File: src/rtl/csa_pkg.sv
package csa_pkg;

  // Default operand width of the multiplier
  parameter int unsigned CSA_WIDTH_DEFAULT = 4;

  // Largest product for a given operand width: (2^w - 1)^2
  function automatic longint unsigned csaMaxProduct(input int unsigned w);
    longint unsigned top;
    top = (longint'(1) << w) - 1;
    return top * top;
  endfunction

endpackage

File: src/rtl/csaFullAdder.sv
module csaFullAdder (
  input  logic a,
  input  logic b,
  input  logic cin,
  output logic sum,
  output logic cout
);

  logic halfSum;

  assign halfSum = a ^ b;
  assign sum     = halfSum ^ cin;
  assign cout    = (a & b) | (cin & halfSum);

endmodule

File: src/rtl/csaAndRow.sv
module csaAndRow #(
  parameter int unsigned WIDTH = csa_pkg::CSA_WIDTH_DEFAULT
) (
  input  logic [WIDTH-1:0] mVec,
  input  logic             qBit,
  output logic [WIDTH-1:0] ppRow
);

  // One 2-input AND per multiplicand bit
  assign ppRow = mVec & {WIDTH{qBit}};

endmodule

File: src/rtl/csaArray.sv
module csaArray #(
  parameter int unsigned WIDTH = csa_pkg::CSA_WIDTH_DEFAULT
) (
  input  logic [WIDTH-1:0][WIDTH-1:0] ppGrid,   // [row j][column k], weight j+k
  output logic [2*WIDTH-1:0]          product
);

  localparam int unsigned LAST_ROW = WIDTH - 1;

  // sumGrid[j][k]   : weight j+k
  // carryGrid[j][k] : weight j+k+1 (moves to column k of row j+1)
  logic [WIDTH-1:0][WIDTH-1:0] sumGrid;
  logic [WIDTH-1:0][WIDTH-1:0] carryGrid;
  logic [WIDTH-1:0]            rippleCarry;

  // Row 0 is the first partial product itself
  assign sumGrid[0]   = ppGrid[0];
  assign carryGrid[0] = '0;

  // Carry-save rows: no carry moves sideways inside a row
  genvar j, k;
  generate
    for (j = 1; j < WIDTH; j++) begin : g_row
      for (k = 0; k < WIDTH; k++) begin : g_cell
        logic sumFromAbove;
        if (k + 1 < WIDTH) begin : g_inner
          assign sumFromAbove = sumGrid[j-1][k+1];
        end else begin : g_edge
          assign sumFromAbove = 1'b0;
        end
        csaFullAdder u_fa (
          .a   (ppGrid[j][k]),
          .b   (sumFromAbove),
          .cin (carryGrid[j-1][k]),
          .sum (sumGrid[j][k]),
          .cout(carryGrid[j][k])
        );
      end
    end

    // Low product bits drop out of column 0 of each row
    for (j = 0; j < WIDTH; j++) begin : g_low
      assign product[j] = sumGrid[j][0];
    end

    // Final ripple stage merges the leftover sum and carry vectors
    assign rippleCarry[0] = 1'b0;
    for (k = 0; k + 1 < WIDTH; k++) begin : g_merge
      csaFullAdder u_fa (
        .a   (sumGrid[LAST_ROW][k+1]),
        .b   (carryGrid[LAST_ROW][k]),
        .cin (rippleCarry[k]),
        .sum (product[WIDTH+k]),
        .cout(rippleCarry[k+1])
      );
    end
  endgenerate

  assign product[2*WIDTH-1] = carryGrid[LAST_ROW][LAST_ROW] ^ rippleCarry[LAST_ROW];

endmodule

File: src/rtl/csaMultiplier.sv
module csaMultiplier #(
  parameter int unsigned WIDTH = csa_pkg::CSA_WIDTH_DEFAULT
) (
  input  logic [WIDTH-1:0]   m,
  input  logic [WIDTH-1:0]   q,
  output logic [2*WIDTH-1:0] product
);

  localparam int unsigned PROD_W = 2 * WIDTH;
  localparam logic [PROD_W-1:0] MAX_PRODUCT = PROD_W'(csa_pkg::csaMaxProduct(WIDTH));

  logic [WIDTH-1:0][WIDTH-1:0] ppGrid;

  genvar j;
  generate
    for (j = 0; j < WIDTH; j++) begin : g_pp
      csaAndRow #(.WIDTH(WIDTH)) u_row (
        .mVec (m),
        .qBit (q[j]),
        .ppRow(ppGrid[j])
      );
    end
  endgenerate

  csaArray #(.WIDTH(WIDTH)) u_array (
    .ppGrid (ppGrid),
    .product(product)
  );

  always_comb begin

    exact_product_chk: assert (product == PROD_W'(m) * PROD_W'(q))
      else $error("product %0d differs from %0d*%0d", product, m, q);

    if (m == '0 || q == '0) begin
      zero_operand_chk: assert (product == '0)
        else $error("zero operand gave %0d", product);
    end

    if (q == WIDTH'(1)) begin
      unit_q_chk: assert (product == PROD_W'(m))
        else $error("q=1 gave %0d for m=%0d", product, m);
    end

    if (m == WIDTH'(1)) begin
      unit_m_chk: assert (product == PROD_W'(q))
        else $error("m=1 gave %0d for q=%0d", product, q);
    end

    range_chk: assert (product <= MAX_PRODUCT)
      else $error("product %0d above maximum", product);
  end

endmodule

File: config.mk
export PLATFORM = sky130hd
export DESIGN_NAME = csaMultiplier
export DESIGN_NICKNAME = d
export VERILOG_FILES = /design/src/rtl/csa_pkg.sv /design/src/rtl/csaFullAdder.sv /design/src/rtl/csaAndRow.sv /design/src/rtl/csaArray.sv /design/src/rtl/csaMultiplier.sv
export SDC_FILE = /design/constraint.sdc
export NUM_CORES = 1
export LEC_CHECK = 0
export CAP_MARGIN = 20
export CORE_AREA = 2 2 39 41
export DETAILED_ROUTE_END_ITERATION = 8
export DIE_AREA = 0 0 41 43
export PLACE_DENSITY = 0.62
export REMOVE_ABC_BUFFERS = 1
export SYNTH_ARGS = -nofsm -noshare
export SYNTH_HDL_FRONTEND = slang
export SYNTH_SLANG_ARGS = --single-unit
export TNS_END_PERCENT = 50
File: constraint.sdc
create_clock -name vclk -period 3.6
set_clock_uncertainty 0.15 [all_clocks]
set_input_delay 0.54 -clock vclk [all_inputs]
set_output_delay 0.54 -clock vclk [all_outputs]
set_load 0.01 [all_outputs]
==> metrics, run 1 <==
First-pass DRT Iterations 3; die width 41 um; commonest non-fill, non-tap cell in the layout inv_1; wire per inst 9.04 um; Unique masters post-synth 6; commonest cells after routing, fill and taps aside 9 x inv_1, 7 x nand2_1, 6 x and2_1, 6 x clkdlybuf4s50_1; post-route minimum period 3.78 ns; gr usage total 9.82%; Syn. warnings 0; P&R area growth vs syn 53.2%; Syn Area/Cell 8.31 um2; DR vias 317; status finished, violations left; Slew Limit Fails 0; Crit. End Element primary output; Seq/Total Area, Yosys 0%; Synth Area in Simple Gates 21.2%; post-synthesis mux area share 0%; cells after synthesis 47; post-route ant nets 0; setup bufs post-CTS 0; Crit Path Category input pin to primary output; # rows 14; Final GP Congestion 0.746; # clk buffers 0; PD cells 165 mW/mm2; DRC 0; worst path required time 2.91 ns; crit path DAT 3.09 ns; Via density 4.06; largest family of logic cells by synthesized area adder cells; PnR worst setup slack -0.185 ns; initial antenna violation count 0; final period utilization 105%; area leader, netlist fa_1; FF+latch area 0 um2; Hold Path Stages 5; post-synthesis adder-cell area fraction 53.8%; Compound-Gate Fraction of Synth Area 0%; worst-path maximum fanout 2; Starting Density 28.2%; num sequential 0; post-place instance area 563 um2; Fmax 0.264 GHz; number of global-route vias before repair 339; Max VDD drop 49.5 uV; post-layout util 43.2%; startpoint types input pin; failing checks setup timing; post-route cell area 598 um2; final net count 84; Synth area leaders fa_1 41%, and2_1 14%, buf_4 13%; hold path endpoint product[6]; Least-Margin Pin Slew 0.151 ns; area of the mapped netlist 390 um2; Fin Setup TNS -0.265 ns; DIE HEIGHT 43 um; total power 0.0990 mW; share of the synthesized area in the top cell type 41.0%; Fin Hold WS 1.52 ns; relative slew slack 89.9%; layout cells sized above 1 40.3%; Non-Filler Instances 78; Cells after DPL 78; Hold Fails Final Rpt 0; Final HPWL DP 652 um; pre-CTS setup slack -1.16 ns; Final setup viols 2; first-pass GRT wire length 1260 um; RSZ-0062 raised after global routing true; 1st-iter DRT viols 1; core area 0.00138 mm2; gr ovfl total 0; largest net degree at the start of global routing 5; Max Cap Violations 0; Ant. Diodes 0; buffers added on ports 16; die footprint 0.00176 mm2; Post-Route WL 705 um; Post-Synth XOR/XNOR Area 0%; hold path start m[3]; Worst Hold Class input pin to primary output; Ports 16; Leakage Power 0.292 nW
==> final cells by class <==
class / instances / area (um2)
Timing Repair Buffer: 22 / 198
Multi-Input combinational cell: 28 / 335
Inverter: 12 / 45.0
Fill cell: 147 / 786
Tap cell: 16 / 20.0
==> Yosys cell counts <==
cell type / instances
and2_1: 9
buf_4: 7
fa_1: 8
ha_1: 4
inv_1: 12
nand2_1: 7
==> power breakdown <==
group | total, mW | leakage [nW] | switching [mW] | internal [mW]
Sequential | 0 | 0 | 0 | 0
Combinational | 0.0990 | 0.292 | 0.0435 | 0.0555
Clock | 0 | 0 | 0 | 0
Total | 0.0990 | 0.292 | 0.0435 | 0.0555
==> logic make-up (layout without fill, tap and decap cells) <==
kind of cell | after synthesis | after routing
adders and majority gates | 12 | 12
buffers and inverters | 19 | 34
and+or+nand+nor | 16 | 16
==> layer usage <==
metal / part of all wire, % / GRT usage [%] / vias to the layer above
met5: 0 / 0 / -
met4: 0 / 0 / 0
met3: 5.7 / 0 / 0
met2: 57 / 18.8 / 9
met1: 37 / 12.2 / 151
li1: - / - / 157
==> worst max-delay path: stages <==
cell and delay (ns):
buf_6 0.09, and2_4 0.15, ha_4 0.26, inv_2 0.03
fa_2 0.53, inv_2 0.04, fa_2 0.35, ha_4 0.17
fa_2 0.33, fa_1 0.48, buf_2 0.12
==> how the worst max path moves through the flow <==
stage,start,endpoint,slack (ns),cells past startpoint
6_report,m[2],product[6],-0.18,11
5_1_grt,m[2],product[6],-0.25,11
4_1_cts,m[2],product[6],-0.24,11
3_5_place_dp,q[1],product[6],-1.16,11
3_3_place_gp,q[0],product[6],-1.10,11
2_1_floorplan,q[1],product[6],-0.09,9
==> repair_timing <==
action	CTS	global route
resized for setup	47	4
hold endpoints to repair	0	0
hold buffers	0	0
endpoints found under the setup margin	5	3
pin swaps	9	5
(Power assumes the default switching activity.)
==> inputs of run 2 (changes only) <==
Settings changed: PLACE_DENSITY 0.62 to 0.6.
Clock period 3.6 ns to 4.87 ns, I/O delays scaled along.
==> run 2 against run 1 <==
Worst setup slack improved by 0.35 ns. Highest routed layer unchanged. Utilization decreased by 3.9 points. Clock-buffer cell count unchanged. Sequential share of layout area unchanged. First-iteration DRC count increased by 100%. The run now ends clean. Via count decreased by 6.3%. Sequential cell count unchanged. Critical endpoint is now product[7]. Combinational power decreased by 33%. Global-route usage decreased by 1.8 points. Total power decreased by 33%.
==> metrics, run 2 (synthesis results as in run 1) <==
PD cells 121 mW/mm2; initial antenna violation count 0; DRC 0; Ant. Diodes 0; Fmax 0.212 GHz; gr usage total 8.01%; Final GP Congestion 0.682; CP dominant cell by count fa_1; Starting Density 28.2%; post-place instance area 548 um2; post-route minimum period 4.71 ns; layout cells sized above 1 8.33%; # rows 14; Final setup viols 0; RSZ-0062 raised after global routing false; Hold Fails Final Rpt 0; Post-Route WL 552 um; met3 usage 0%; First-pass DRT Iterations 4; num sequential 0; # clk buffers 0; buffers added on ports 16; worst path required time 3.99 ns; Max VDD drop 41.7 uV; largest net degree at the start of global routing 5; crit path DAT 3.83 ns; Crit Path Category input pin to primary output; commonest non-fill, non-tap cell in the layout clkdlybuf4s50_1; hold path start q[3]; wire per inst 7.26 um; Largest delay share family, worst path adder cells; first-pass GRT wire length 1070 um; setup bufs post-CTS 0; Ports 16; GR Layer Usage met1 12.3%; filler instances 148; number of global-route vias before repair 276; Slew Limit Fails 0; Critical Path Start q[1]; status finished, final reports clean; commonest cells after routing, fill and taps aside 13 x clkdlybuf4s50_1, 12 x inv_1, 9 x and2_1; core area 0.00138 mm2; startpoint types input pin; Worst Hold Class input pin to primary output; Via density 3.91; post-layout util 39.3%; CP cell instances clkdlybuf4s50_1 -> and2_1 -> ha_1 -> inv_1 -> fa_1 -> inv_1 -> fa_1 -> ha_1 -> fa_1 -> fa_1 -> dlygate4sd2_1; met2 Resource Use GR 13.1%; relative slew slack 90.1%; DIE HEIGHT 43 um; die footprint 0.00176 mm2; max incr delay on CP 0.50 ns; DR vias 297; final period utilization 96.6%; 1st-iter DRT viols 2; final net count 82; gr ovfl total 0; post-route cell area 544 um2; Fin Hold WS 2.29 ns; Max Cap Violations 0; worst path bufs/invs 4; Least-Margin Pin Slew 0.148 ns; FF+latch area 0 um2; die width 41 um; Leakage Power 0.286 nW; worst-path maximum fanout 3; Worst path slowest cell fa_1; global route hottest layer met2; Crit. End Element primary output; P&R area growth vs syn 39.4%; Final HPWL DP 525 um; post-route ant nets 0
-- run 2: cell type report --
cell class,count,area (um2),share of cell area [%]
repair buffers,20,186,34.3
inverters,12,45.0,8.28
well taps,16,20.0,3.68
multi-input cells,28,293,53.8
-- run 2: tightest hold or removal path, cell delays in order --
cell	delay, ns
clkdlybuf4s50_1	0.51
and2_1	0.17
fa_1	0.17
clkbuf_2	0.12
-- run 2: repair_timing --
action	in CTS	in global routing
hold buffers	0	0
endpoints found under the setup margin	2	2
cloned	0	0
resized for setup	2	3
-- run 2: final timing paths --
path	end	depth (start not counted)
max	product[7]	11
min	product[6]	4
-- run 2: per-stage QoR --
step	setup TNS (ns)	power, mW	setup slack [ns]	cells
2_1_floorplan	0	0.0343	0.804	40
5_1_grt	0	0.0767	0.00196	76
3_3_place_gp	-0.271	0.0697	-0.216	76
3_5_place_dp	-0.271	0.0701	-0.224	76
6_report	0	0.0661	0.163	76
4_1_cts	0	0.0685	0.0414	76
-- run 2: report_power, final --
part / internal (mW) / total (mW) / switching, mW
Clock: 0 / 0 / 0
Combinational: 0.0381 / 0.0661 / 0.0279
Sequential: 0 / 0 / 0
-- run 2: metal layers --
metal	vias to the layer above	share of wire (%)
met5	-	0
met4	0	0
met3	0	6.2
met2	9	50
met1	136	43
li1	152	-
==> inputs of run 3 (changes only) <==
Settings changed: CORE_AREA 2 2 39 41 to 3 3 40 42, DIE_AREA 0 0 41 43 to 0 0 43 45, SETUP_SLACK_MARGIN set to 0.4.
==> run 3 against run 2 <==
Total power is 4.7% higher. Cell area grew 7.8%. Die area rose by 9.8%. Combinational power rose by 4.7%. Critical endpoint is now product[6]. Largest cell class unchanged.
==> metrics, run 3 (synthesis results as in run 1) <==
Fmax 0.234 GHz; pre-CTS setup slack -0.242 ns; number of global-route vias before repair 323; Crit Path Category input pin to primary output; layout cells sized above 1 24.2%; Non-Filler Instances 77; relative slew slack 89.0%; 1st-iter DRT viols 0; # rows 13; RSZ-0062 raised after global routing false; FF+latch area 0 um2; worst path required time 3.99 ns; post-route ant nets 0; commonest non-fill, non-tap cell in the layout inv_1; Max VDD drop 36.0 uV; # clk buffers 0; filler instances 135; Worst Hold Class input pin to primary output; DRC 0; crit path DAT 3.40 ns; post-layout util 45.7%; WL met2 314 um; Final HPWL DP 606 um; post-place instance area 562 um2; Fin Hold WS 1.95 ns; buffers added on ports 16; Ant. Diodes 0; gr ovfl total 0; post-route minimum period 4.28 ns; Hold Path Stages 5; Max Cap Violations 0; worst-path maximum fanout 2; status finished, final reports clean; Starting Density 30.4%; Final setup viols 0; Via density 4.03; total power 0.0692 mW; core area 0.00128 mm2; largest net degree at the start of global routing 5; DRT met1 WL 270 um; DIE HEIGHT 45 um; gr usage total 7.63%; Hold-fix buffers, CTS 0; final period utilization 87.9%; PnR worst setup slack 0.590 ns; P&R area growth vs syn 50.3%; Least-Margin Pin Slew 0.164 ns; hold path endpoint product[6]; commonest cells after routing, fill and taps aside 12 x inv_1, 7 x nand2_1, 7 x and2_1, 7 x clkdlybuf4s50_1; Leakage Power 0.332 nW; Post-Route WL 630 um; die width 43 um; Routed met3 length 45 um; Cells after DPL 77; Crit. End Element primary output; area of the multi-input gates 318 um2; num sequential 0; Slew Limit Fails 0; initial antenna violation count 0; final net count 84; highest routed layer met3; hold path start m[3]; first-pass GRT wire length 1230 um; PD cells 118 mW/mm2; Fin Setup TNS 0 ns; wire per inst 8.18 um; First-pass DRT Iterations 1; DR vias 310; Critical Path Start q[0]; Ports 16; Hold Fails Final Rpt 0; post-route cell area 587 um2; Final GP Congestion 0.766; startpoint types input pin; die footprint 0.00194 mm2
[run 3: cell types whose count changed in the layout (fill, tap and decap cells not counted), moves of 2 or more]
cell,change
fa_1,-3
dlymetal6s2s_1,+4
clkdlybuf4s50_1,-6
and2_4,+2
and2_1,-2
fa_2,+3
[run 3: final cells by class]
type | instances | share of cell area [%]
inverter | 12 | 7.68
timing repair buffer | 22 | 35.0
tap | 15 | 3.20
multi-input combinational | 28 | 54.2
[run 3: power breakdown]
group | leakage (nW) | switching, mW | internal [mW]
sequential | 0 | 0 | 0
clock | 0 | 0 | 0
combinational | 0.332 | 0.0303 | 0.0389
[run 3: worst max path at each step]
| stage | to | slack, ns | cells past startpoint |
|---|---|---|---|
| final | product[6] | 0.59 | 11 |
| after global routing | product[6] | 0.47 | 11 |
| after CTS | product[7] | 0.26 | 11 |
| after detailed placement | product[6] | -0.24 | 11 |
| after global placement | product[6] | -0.21 | 11 |
| after floorplan | product[6] | 0.80 | 9 |
[run 3: timing repair]
action                     in CTS  in global routing
hold endpoints to repair        0                  0
gates resized for setup        11                 13
pin swaps                       0                  6
cloned                          0                  0
setup buffers                   0                  0
setup endpoints to repair       3                  3
[run 3: worst max-delay path: stages]
cell and delay (ns):
dlymetal6s2s_1 0.14, and2_1 0.16, ha_1 0.26, inv_1 0.05
fa_2 0.51, inv_1 0.05, fa_2 0.35, ha_4 0.17
fa_2 0.36, fa_1 0.50, buf_2 0.12
[run 3: metal layers]
layer  vias to the layer above  global-route usage (%)
met4                         0                       0
met5                         -                       0
li1                        156                       -
met2                        11                    15.3
met3                         0                       0
met1                       143                    9.85
